File: config.mk
export PLATFORM = sky130hd
export DESIGN_NAME = hb_mode_arbiter
export DESIGN_NICKNAME = d
export VERILOG_FILES = /design/src/rtl/hb_arb_pkg.sv /design/src/rtl/hb_fault_latch.sv /design/src/rtl/hb_mode_resolve.sv /design/src/rtl/hb_gate_map.sv /design/src/rtl/hb_mode_arbiter.sv
export SDC_FILE = /design/constraint.sdc
export NUM_CORES = 1
export LEC_CHECK = 0
export BUFFER_PORTS_ARGS = -buffer_cell sky130_fd_sc_hd__buf_2
export CAP_MARGIN = 20
export CORE_AREA = 2 2 39 41
export CTS_BUF_LIST = sky130_fd_sc_hd__clkbuf_16
export DETAILED_ROUTE_END_ITERATION = 12
export DIE_AREA = 0 0 41 43
export SLEW_MARGIN = 30
export SYNTH_ARGS = -nofsm -noshare
export SYNTH_HDL_FRONTEND = slang
export SYNTH_SLANG_ARGS = --single-unit
File: constraint.sdc
create_clock -name clk -period 3.06 [get_ports clk]
set_input_delay 0.306 -clock clk [delete_from_list [all_inputs] [get_ports clk]]
set_output_delay 0.306 -clock clk [all_outputs]
set_load 0.01 [all_outputs]
File: src/rtl/hb_arb_pkg.sv
package hb_arb_pkg;

  typedef enum logic [1:0] {
    DEC_CHARGE = 2'b00,
    DEC_SLOW   = 2'b01,
    DEC_FAST   = 2'b10,
    DEC_RSVD   = 2'b11
  } decay_e;

  typedef enum logic [2:0] {
    BR_SLEEP,
    BR_FAULT,
    BR_OFF,
    BR_BRAKE,
    BR_DRIVE
  } br_state_e;

  // gate vector order {U1,U2,L1,L2}
  localparam int unsigned GATE_W   = 4;
  localparam logic [GATE_W-1:0] G_NONE   = 4'b0000;
  localparam logic [GATE_W-1:0] G_LOWS   = 4'b0011;
  localparam logic [GATE_W-1:0] G_DIAG_A = 4'b1001;
  localparam logic [GATE_W-1:0] G_DIAG_B = 4'b0110;

endpackage

File: src/rtl/hb_fault_latch.sv
module hb_fault_latch
  import hb_arb_pkg::*;
#(
  parameter int unsigned OC_PERSIST_CYC = 8
) (
  input  logic clk,
  input  logic rst_n,
  input  logic sleep_n,
  input  logic therm_flag,
  input  logic oc_cmp,
  output logic therm_lat,
  output logic oc_lat,
  output logic fault_now
);

  localparam int unsigned CW = (OC_PERSIST_CYC < 2) ? 1 : $clog2(OC_PERSIST_CYC);
  localparam logic [CW-1:0] TRIP = CW'(OC_PERSIST_CYC - 1);

  logic [CW-1:0] cnt_q, cnt_d;
  logic          sleep_q;
  logic          arm_q, arm_d;
  logic          therm_d, oc_d;
  logic          oc_trip, rise, fall, clr;

  // persistence counter and edge detection on sleep_n
  always_comb begin
    oc_trip = sleep_n && oc_cmp && (cnt_q == TRIP);
    if (!sleep_n || !oc_cmp) begin
      cnt_d = '0;
    end else if (cnt_q != TRIP) begin
      cnt_d = cnt_q + 1'b1;
    end else begin
      cnt_d = cnt_q;
    end
    rise = sleep_n && !sleep_q;
    fall = !sleep_n && sleep_q;
    clr  = fall && arm_q;
  end

  // latch next state: setting wins over clearing
  always_comb begin
    therm_d = therm_flag || (therm_lat && !clr);
    oc_d    = oc_trip || (oc_lat && !clr);
    if (clr) begin
      arm_d = 1'b0;
    end else if (!(therm_lat || oc_lat)) begin
      arm_d = 1'b0;
    end else if (rise) begin
      arm_d = 1'b1;
    end else begin
      arm_d = arm_q;
    end
    fault_now = therm_flag || oc_trip || therm_lat || oc_lat;
  end

  always_ff @(posedge clk or negedge rst_n) begin
    if (!rst_n) begin
      cnt_q     <= '0;
      sleep_q   <= 1'b0;
      arm_q     <= 1'b0;
      therm_lat <= 1'b0;
      oc_lat    <= 1'b0;
    end else begin
      cnt_q     <= cnt_d;
      sleep_q   <= sleep_n;
      arm_q     <= arm_d;
      therm_lat <= therm_d;
      oc_lat    <= oc_d;
    end
  end

endmodule

File: src/rtl/hb_mode_resolve.sv
module hb_mode_resolve
  import hb_arb_pkg::*;
(
  input  logic      sleep_n,
  input  logic      fault_now,
  input  logic      enable,
  input  logic      brake,
  input  logic      mode_sel,
  input  logic      phase_pin,
  input  logic      ser_phase,
  output br_state_e state,
  output logic      fwd
);

  always_comb begin
    fwd = mode_sel ? ser_phase : phase_pin;
    if (!sleep_n) begin
      state = BR_SLEEP;
    end else if (fault_now) begin
      state = BR_FAULT;
    end else if (!enable) begin
      state = BR_OFF;
    end else if (brake) begin
      state = BR_BRAKE;
    end else begin
      state = BR_DRIVE;
    end
  end

endmodule

File: src/rtl/hb_gate_map.sv
module hb_gate_map
  import hb_arb_pkg::*;
(
  input  logic              clk,
  input  logic              rst_n,
  input  br_state_e         state,
  input  logic              fwd,
  input  decay_e            decay,
  output logic [GATE_W-1:0] gate_q
);

  logic [GATE_W-1:0] gate_d;

  always_comb begin
    gate_d = G_NONE;
    case (state)
      BR_BRAKE: gate_d = G_LOWS;
      BR_DRIVE: begin
        case (decay)
          DEC_CHARGE: gate_d = fwd ? G_DIAG_A : G_DIAG_B;
          DEC_FAST:   gate_d = fwd ? G_DIAG_B : G_DIAG_A;
          default:    gate_d = G_LOWS;
        endcase
      end
      default: gate_d = G_NONE;
    endcase
  end

  always_ff @(posedge clk or negedge rst_n) begin
    if (!rst_n) begin
      gate_q <= G_NONE;
    end else begin
      gate_q <= gate_d;
    end
  end

endmodule

File: src/rtl/hb_mode_arbiter.sv
module hb_mode_arbiter
  import hb_arb_pkg::*;
#(
  parameter int unsigned OC_PERSIST_CYC = 8
) (
  input  logic       clk,
  input  logic       rst_n,
  input  logic       sleep_n,
  input  logic       enable,
  input  logic       brake,
  input  logic       mode_sel,
  input  logic       phase_pin,
  input  logic       ser_phase,
  input  logic [1:0] decay_sel,
  input  logic       therm_flag,
  input  logic       oc_cmp,
  output logic [3:0] gate_en,
  output logic [1:0] fault_stat
);

  logic      therm_lat, oc_lat, fault_now, fwd;
  br_state_e state;
  decay_e    decay;

  assign decay = decay_e'(decay_sel);

  hb_fault_latch #(.OC_PERSIST_CYC(OC_PERSIST_CYC)) flt_i (
    .clk        (clk),
    .rst_n      (rst_n),
    .sleep_n    (sleep_n),
    .therm_flag (therm_flag),
    .oc_cmp     (oc_cmp),
    .therm_lat  (therm_lat),
    .oc_lat     (oc_lat),
    .fault_now  (fault_now)
  );

  hb_mode_resolve res_i (
    .sleep_n   (sleep_n),
    .fault_now (fault_now),
    .enable    (enable),
    .brake     (brake),
    .mode_sel  (mode_sel),
    .phase_pin (phase_pin),
    .ser_phase (ser_phase),
    .state     (state),
    .fwd       (fwd)
  );

  hb_gate_map map_i (
    .clk    (clk),
    .rst_n  (rst_n),
    .state  (state),
    .fwd    (fwd),
    .decay  (decay),
    .gate_q (gate_en)
  );

  assign fault_stat = {oc_lat, therm_lat};

endmodule

After elaboration in Yosys (flattened, before gate mapping)
Index checks and enable logic that the tools add are counted.
- logic and storage cells: 47
- output and inout port bits: 6
- input bits: 12
- register bits after elaboration: 11
- mux-type cells: 14
- equal/unequal tests: 6
- add/sub/neg operators: 1
- reductions and logical operators: 20
- operator list (operator ; number):
    $mux W3 ; 6
    $pmux W4 S2 ; 2
    $mux W4 ; 2
    $logic_and A1 B1 Y1 ; 7
    $logic_or A1 B1 Y1 ; 7
    $eq A3 B3 Y1 const B ; 2
    $logic_not A1 Y1 ; 4
    $mux W1 ; 4
    $add A3 B1 Y3 const B ; 1
    $eq A3 B2 Y1 const B ; 1
    $ne A3 B1 Y1 const B ; 1
    $ne A3 B3 Y1 const B ; 1
    $eq A2 B2 Y1 const B ; 1
    $logic_not A2 Y1 ; 1
    $reduce_bool A2 Y1 ; 1

Longest topological paths before layout
Gate-level depths: netlist of the first run.
- depth in word-level cells: 9
- gate-level depth with buffers: 5

Hierarchy
Synthesis of the first run repeated with hierarchy kept, for this count alone.
- cells, all modules: 50
- area total of the unflattened synthesis: 556.8 µm²
- modules (own cells, without submodules) (module ; instances ; area an instance (µm²) ; cells an instance):
    hb_fault_latch ; 1 ; 314.1 ; 29
    hb_gate_map ; 1 ; 170.2 ; 13
    hb_mode_resolve ; 1 ; 57.6 ; 6
    hb_mode_arbiter ; 1 ; 15.0 ; 2

Worst setup path after synthesis of the first run
OpenSTA, ideal clock, no wires.
- path kind: flip-flop to flip-flop
- from: register flt_i.cnt_q[0]
- to: register map_i.gate_q[3]
- library setup time: 101 ps
- path slack: 1713 ps
- path buffers: 0
- required time: 2959 ps
- stages on the path, launching flop included: 6
- data arrival time: 1246 ps
- clock period less this slack: 1347 ps
- path through: dfrtp_1 ha_1 ha_1 a21oi_1 nand2_1 nor4_1
- longest elaborated chain between the ends: 9
- elaborated cells between the ends (all ways): 10
- those cells by class: eq/ne (3); mux (3); reduce/logical (4)
- ends and longest elaborated chain (item ; line ; source):
    from (decl) ; hb_fault_latch.sv:19 ; logic [CW-1:0] cnt_q, cnt_d;
    from (signal assigned) ; hb_fault_latch.sv:64 ; cnt_q <= cnt_d;
    $eq A3 B3 Y1 (*) ; hb_fault_latch.sv:27 ; oc_trip = sleep_n && oc_cmp && (cnt_q == TRIP);
    $logic_and A1 B1 Y1 (*) ; hb_fault_latch.sv:27 ;
    $logic_or A1 B1 Y1 (*) (3 in a row) ; hb_fault_latch.sv:53 ; fault_now = therm_flag || oc_trip || therm_lat || oc_lat;
    $mux W3 (*) ; hb_mode_resolve.sv:19 ; end else if (fault_now) begin
    $mux W3 (*) ; hb_mode_resolve.sv:17 ; if (!sleep_n) begin
    $eq A3 B3 Y1 or $eq A3 B2 Y1 (tied branches) ; hb_gate_map.sv:16 ; case (state)
    $pmux W4 S2 (*) ; hb_gate_map.sv:16 ;
    net map_i.gate_d[3] ; hb_gate_map.sv:12 ; logic [GATE_W-1:0] gate_d;
    to (signal assigned) ; hb_gate_map.sv:33 ; gate_q <= gate_d;
    to (decl) ; hb_gate_map.sv:9 ; output logic [GATE_W-1:0] gate_q
The timed path passes the listed nets; every way through them passes the cells marked *.
A chain may end at the register's enable or synchronous reset.

Final worst setup path of the first run
Ends and elaborated chain as after synthesis.

==> results of run 1 <==
## layer usage
metal	vias to the layer above	part of all wire, %
li1	178	-
met1	169	34
met2	15	56
met3	2	7.3
met4	0	2.0
met5	-	0
## power groups by stage
stage               Sequential, W  Combinational (W)  Clock [W]
floorplan                0.000156          0.0000158          0
global placement         0.000156          0.0000299          0
detailed placement       0.000156          0.0000305          0
CTS                      0.000154          0.0000316   0.000235
global route             0.000155          0.0000347   0.000242
finish                   0.000154          0.0000307   0.000229
## cell usage after synthesis
cell type / instances
nor2_1: 5
nor4bb_1: 1
mux2i_1: 2
a21oi_1: 4
xor2_1: 2
o21a_1: 1
buf_4: 2
mux2i_2: 1
dfrtp_1: 11
maj3_1: 1
nor4_2: 1
nor4_1: 1
o21ai_0: 1
nand2b_1: 1
nand2_1: 3
inv_1: 1
xnor2_1: 1
ha_1: 2
## area by class of cell
cell class / count / area (µm²) / share of cell area [%]
Inverter: 1 / 3.75 / 0.564
Multi-Input combinational cell: 27 / 193 / 28.9
Tap cell: 16 / 20.0 / 3.01
Clock buffer: 3 / 75.1 / 11.3
Timing Repair Buffer: 18 / 95.1 / 14.3
Clock inverter: 1 / 3.75 / 0.564
Sequential cell: 11 / 275 / 41.4
## repair_timing
action,4_1_cts,5_1_grt
hold endpoints to repair,11,0
gates resized for setup,0,0
setup endpoints to repair,0,0
setup buffers,0,0
hold buffers,1,0
## cells in the final DEF (no fill, tap or decap), types with 2 or more instances in the layout
master,count
clkbuf_16,3
nor2_1,5
nand2_1,3
xor2_1,2
buf_2,17
dfrtp_1,11
a21oi_1,4
ha_1,2
inv_1,2
mux2i_1,2
## through the flow
stage / setup WS [ps] / util [%]
detailed placement: 1570 / 41.7
floorplan: 1710 / -
global route: 1450 / 48.1
CTS: 1560 / 48.1
global placement: 1650 / 41.7
finish: 1580 / 48.1
## worst paths after layout
check / from / to / cells after the start
setup / recovery: flt_i.cnt_q[0] / map_i.gate_q[3] / 5
hold / removal: sleep_n / flt_i.sleep_q / 1
setup reg to reg: flt_i.cnt_q[0] / map_i.gate_q[3] / 5
hold reg to reg: flt_i.oc_lat / flt_i.arm_q / 1
max in group asynchronous: rst_n / flt_i.cnt_q[2] / 2
min in group asynchronous: rst_n / flt_i.cnt_q[1] / 2
## registers in the layout, indices dropped and copies added, names as in the netlist
signal	flops
flt_i.arm_q	1
flt_i.cnt_q	3
flt_i.oc_lat	1
flt_i.sleep_q	1
flt_i.therm_lat	1
map_i.gate_q	4
## cells by family (layout without fill, tap and decap cells)
group	after synthesis	in the layout	synth area share, %
and+or+nand+nor	12	12	13.4
DFF	11	11	56.6
buffers and inverters	3	23	3.85
AOI/OAI and AO/OA	6	6	6.68
adders and majority gates	3	3	7.20
muxes	3	3	6.94
xor gates and xnor gates	3	3	5.40
==> results.sh, run 1 <==
export IMPL_status="finished clean"
export IMPL_rows=14
export IMPL_worstPathMaxFanout=4
export IMPL_syn_to_final_growth_pct=36.8
export IMPL_min_path_type="input pin to flip-flop"
export IMPL_clk_latency_ps=230
export IMPL_drc_errors=0
export IMPL_comb_power_share_pct=7.4
export IMPL_gp_congestion=0.610
export IMPL_period_share_pct=48.4
export IMPL_hold_viol=0
export IMPL_clock_path_buffers=2
export IMPL_first_pass_iters=3
export IMPL_cp_slowest_cell="dfrtp_1"
export IMPL_fin_nets=76
export IMPL_seq_power_share_pct=37.2
export IMPL_synth_cell_types=18
export IMPL_yosys_area_top_type="dfrtp_1"
export IMPL_crit_arrival_ps=1610
export IMPL_gr_usage_met3_pct=4.71
export IMPL_grt_ovfl_total=0
export IMPL_worst_path_buf_inv=0
export IMPL_drt_iter0_drc=2
export IMPL_wl_um=941
export IMPL_p_leak_nw=0.343
export IMPL_diodes=0
export IMPL_power_switching_w=0.0000772
export IMPL_num_io_pins=18
export IMPL_path_clk_slew_ps=40
export IMPL_die_h_um=43
export IMPL_avgViaCountPerCell=4.73
export IMPL_ys_ff_latch=11
export IMPL_internal_power_w=0.000337
export IMPL_h_tree_depth=1
export IMPL_post_route_min_period_ps=1480
export IMPL_tightest_slew_ps=265
export IMPL_crit_required_ps=3190
export IMPL_rsz0062_at_grt="no"
export IMPL_yosysWarnings=0
export IMPL_slew_violations=0
export IMPL_crit_chain="ha_1, ha_1, a21oi_1, nand2_1, nor4_1"
export IMPL_cts_tree="built"
export IMPL_fillCellCount=140
export IMPL_cpPeakStageDelay_ps=380
export IMPL_whs_ps=251
export IMPL_post_drt_wl_per_cell_um=12.2
export IMPL_dpl_cell_area_um2=577
export IMPL_grt_max_degree=12
export IMPL_cp_end_kind="flip-flop"
export IMPL_numCtsBuffers=3
export IMPL_fin_cells=77
export IMPL_power_total_w=0.000414
export IMPL_critPathTopFamily="adder cells"
export IMPL_postSynthAreaPerCell_um2=11.9
export IMPL_die_area_um2=1760
export IMPL_maxCapViolCount=0
export IMPL_io_buffer_count=17
export IMPL_ir_drop_mv=0.275
export IMPL_dp_cells=72
export IMPL_grt_pass1_vias=396
export IMPL_criticalPathCategory="flip-flop to flip-flop"
export IMPL_synthCells=41
export IMPL_crit_path_start_kind="flip-flop"
export IMPL_fin_area_um2=666
export IMPL_die_x_um=41
export IMPL_ant_nets=0
export IMPL_p_per_area_nw_per_um2=622
export IMPL_start_util_pct=35.2
export IMPL_cts_root_buf="clkbuf_16"
export IMPL_slew_headroom_pct=82.1
export IMPL_setup_viol_count_final=0
export IMPL_clkSinkCount=11
export IMPL_synth_area_um2=487
export IMPL_finalSetupTns_ps=0
export IMPL_antenna_found_initial=0
export IMPL_r2r_slack_ps=1580
export IMPL_grt_use_met2_pct=22.2
export IMPL_synth_top_area_share_pct=56.6
export IMPL_synth_seq_area_share_pct=56.6
export IMPL_dp_hpwl_um=748
export IMPL_syn_nets=55
export IMPL_fp_coreArea_um2=1380
export IMPL_crit_top_cell="ha_1"
export IMPL_swShare_pct=18.6
export IMPL_use_met1_pct=11.6
export IMPL_ys_top_cells_by_area="dfrtp_1 (57%), ha_1 (5.1%), a21oi_1 (4.1%), mux2i_1 (4.1%), nor2_1 (3.9%)"
export IMPL_fmax_mhz=676
export IMPL_grt_pass1_wl_um=1460
export IMPL_num_vias=364
export IMPL_grt_busiest_layer="met2"
export IMPL_fin_skew_ps=0.546
export IMPL_drive_gt1_share_pct=36.1
export IMPL_clkPwrFrac_pct=55.4
export IMPL_grt_usage_pct=13.5
Note: power is estimated with default switching activity, not from simulation.
==> run 2, diff against run 1 <==
- clock period: 3.06 -> 1.32 ns (I/O delays scaled with it)
==> run 2 against run 1 <==
Net effect: cell count increased by 2.6%; via count increased by 1.9%; sequential power is 130% higher; clock power grew 130%; cell area grew 7.5%; hold slack got worse by 170 ps; critical endpoint is now map_i.gate_q[2].
==> results.sh, run 2 (synthesis results as in run 1) <==
export IMPL_status="finished clean"
export IMPL_slew_violations=0
export IMPL_rsz0062_at_grt="no"
export IMPL_gp_congestion=0.660
export IMPL_p_leak_nw=0.352
export IMPL_seq_power_share_pct=37.2
export IMPL_post_drt_wl_per_cell_um=10.8
export IMPL_clock_path_buffers=2
export IMPL_clkSinkCount=11
export IMPL_final_common_cell="buf_2"
export IMPL_comb_power_share_pct=8.0
export IMPL_first_pass_iters=4
export IMPL_hold_depth=1
export IMPL_fin_nets=78
export IMPL_io_buffer_count=17
export IMPL_power_switching_w=0.000176
export IMPL_num_io_pins=18
export IMPL_mostFrequentLayoutCells="buf_2 (17), dfrtp_1 (11), nor2_1 (5)"
export IMPL_clk_latency_ps=230
export IMPL_h_tree_depth=1
export IMPL_ant_nets=0
export IMPL_rows=14
export IMPL_die_x_um=41
export IMPL_grt_pass1_vias=344
export IMPL_reg_top3="map_i.gate_q x4, flt_i.cnt_q x3"
export IMPL_fp_coreArea_um2=1380
export IMPL_tightest_slew_ps=325
export IMPL_cts_root_buf="clkbuf_16"
export IMPL_dp_slack_ps=-15.0
export IMPL_grt_ovfl_total=0
export IMPL_drive_gt1_share_pct=46.0
export IMPL_antenna_found_initial=0
export IMPL_internal_power_w=0.000783
export IMPL_grt_pass1_wl_um=1340
export IMPL_clkPwrFrac_pct=54.8
export IMPL_ir_drop_mv=0.673
export IMPL_slew_headroom_pct=78.0
export IMPL_crit_arrival_ps=1350
export IMPL_die_h_um=43
export IMPL_fmax_mhz=826
export IMPL_largest_register_ff_count=4
export IMPL_min_path_type="input pin to flip-flop"
export IMPL_drc_errors=0
export IMPL_hold_viol=0
export IMPL_setup_ws_ps=109
export IMPL_grt_usage_pct=12.1
export IMPL_syn_to_final_growth_pct=47.0
export IMPL_start_util_pct=35.2
export IMPL_crit_path_start_kind="flip-flop"
export IMPL_fin_skew_ps=1.08
export IMPL_crit_required_ps=1460
export IMPL_dp_hpwl_um=642
export IMPL_drt_iter0_drc=2
export IMPL_cts_tree="built"
export IMPL_num_vias=371
export IMPL_r2r_cells=5
export IMPL_power_total_w=0.000959
export IMPL_die_area_um2=1760
export IMPL_criticalPathCategory="flip-flop to flip-flop"
export IMPL_numCtsBuffers=3
export IMPL_maxCapViolCount=0
export IMPL_grt_max_degree=12
export IMPL_setup_viol_count_final=0
export IMPL_avgViaCountPerCell=4.70
export IMPL_worstPathMaxFanout=4
export IMPL_p_per_area_nw_per_um2=1340
export IMPL_post_route_min_period_ps=1210
export IMPL_path_clk_slew_ps=40
export IMPL_largest_register="map_i.gate_q"
export IMPL_wl_um=851
export IMPL_swShare_pct=18.4
export IMPL_diodes=0
export IMPL_cp_end_kind="flip-flop"
export IMPL_period_share_pct=91.7
==> run 2: changes by cell type in the layout (fill, tap and decap cells not counted) <==
cell and change:
a21oi_4 +1, ha_1 -2, nand2_2 +1, ha_4 +1, ha_2 +1, buf_4 +2, a21oi_1 -1, nand2_1 -1
nor4_1 -1, nor4_2 +1
==> run 2: cell type report <==
class / count / area (µm²)
clock buffer: 3 / 75.1
timing repair buffer: 20 / 110
tap: 16 / 20.0
sequential: 11 / 275
clock inverter: 1 / 3.75
inverter: 1 / 3.75
multi-input combinational: 27 / 228
fill: 122 / 668
==> run 2: power groups by stage <==
stage	registers [W]	clock network [W]	logic, W
floorplan	0.000360	0	0.0000367
global placement	0.000361	0	0.0000690
finish	0.000357	0.000526	0.0000767
global route	0.000358	0.000559	0.0000866
CTS	0.000357	0.000543	0.0000778
detailed placement	0.000362	0	0.0000702
==> run 2: final timing paths <==
path                              endpoint  slack [ps]             from
hold reg to reg                flt_i.arm_q         540  flt_i.therm_lat
setup reg to reg           map_i.gate_q[2]         110   flt_i.cnt_q[0]
hold / removal               flt_i.sleep_q          90          sleep_n
setup / recovery           map_i.gate_q[2]         110   flt_i.cnt_q[0]
min in group asynchronous  map_i.gate_q[2]         300            rst_n
max in group asynchronous  map_i.gate_q[0]         820            rst_n
==> run 2: metal layers <==
metal	GRT usage, %	part of all wire, %	routed length [µm]	vias to the layer above
met5	0	0	0	-
met4	8.00	1.6	14	0
met3	4.71	6.3	54	2
met2	18.4	52	439	14
met1	12.9	40	343	172
li1	-	-	-	183
==> run 2: what timing repair did <==
action / in CTS / in global routing
endpoints found under the hold margin: 11 / 0
pin swaps: 2 / 1
buffers inserted: 1 / 0
hold buffers: 1 / 0
endpoints found under the setup margin: 1 / 1
resized for setup: 5 / 0
==> run 2: stage by stage <==
step / util [%] / hold slack [ps] / TNS [ps] / cell area [µm²] / cells
finish: 51.7 / 86.3 / 0 / 716 / 79
global route: 51.7 / 91.1 / 0 / 716 / 79
CTS: 51.7 / 81.0 / 0 / 716 / 79
detailed placement: 42.7 / 13.3 / -15.0 / 591 / 73
global placement: 42.7 / 13.7 / 0 / 591 / 73
floorplan: - / -164 / 0 / 493 / 41
==> run 2: critical path, stage by stage (launching register included) <==
cell	delay (ps)
dfrtp_1	380
ha_2	200
ha_4	170
a21oi_4	120
nand2_2	100
nor4_2	140
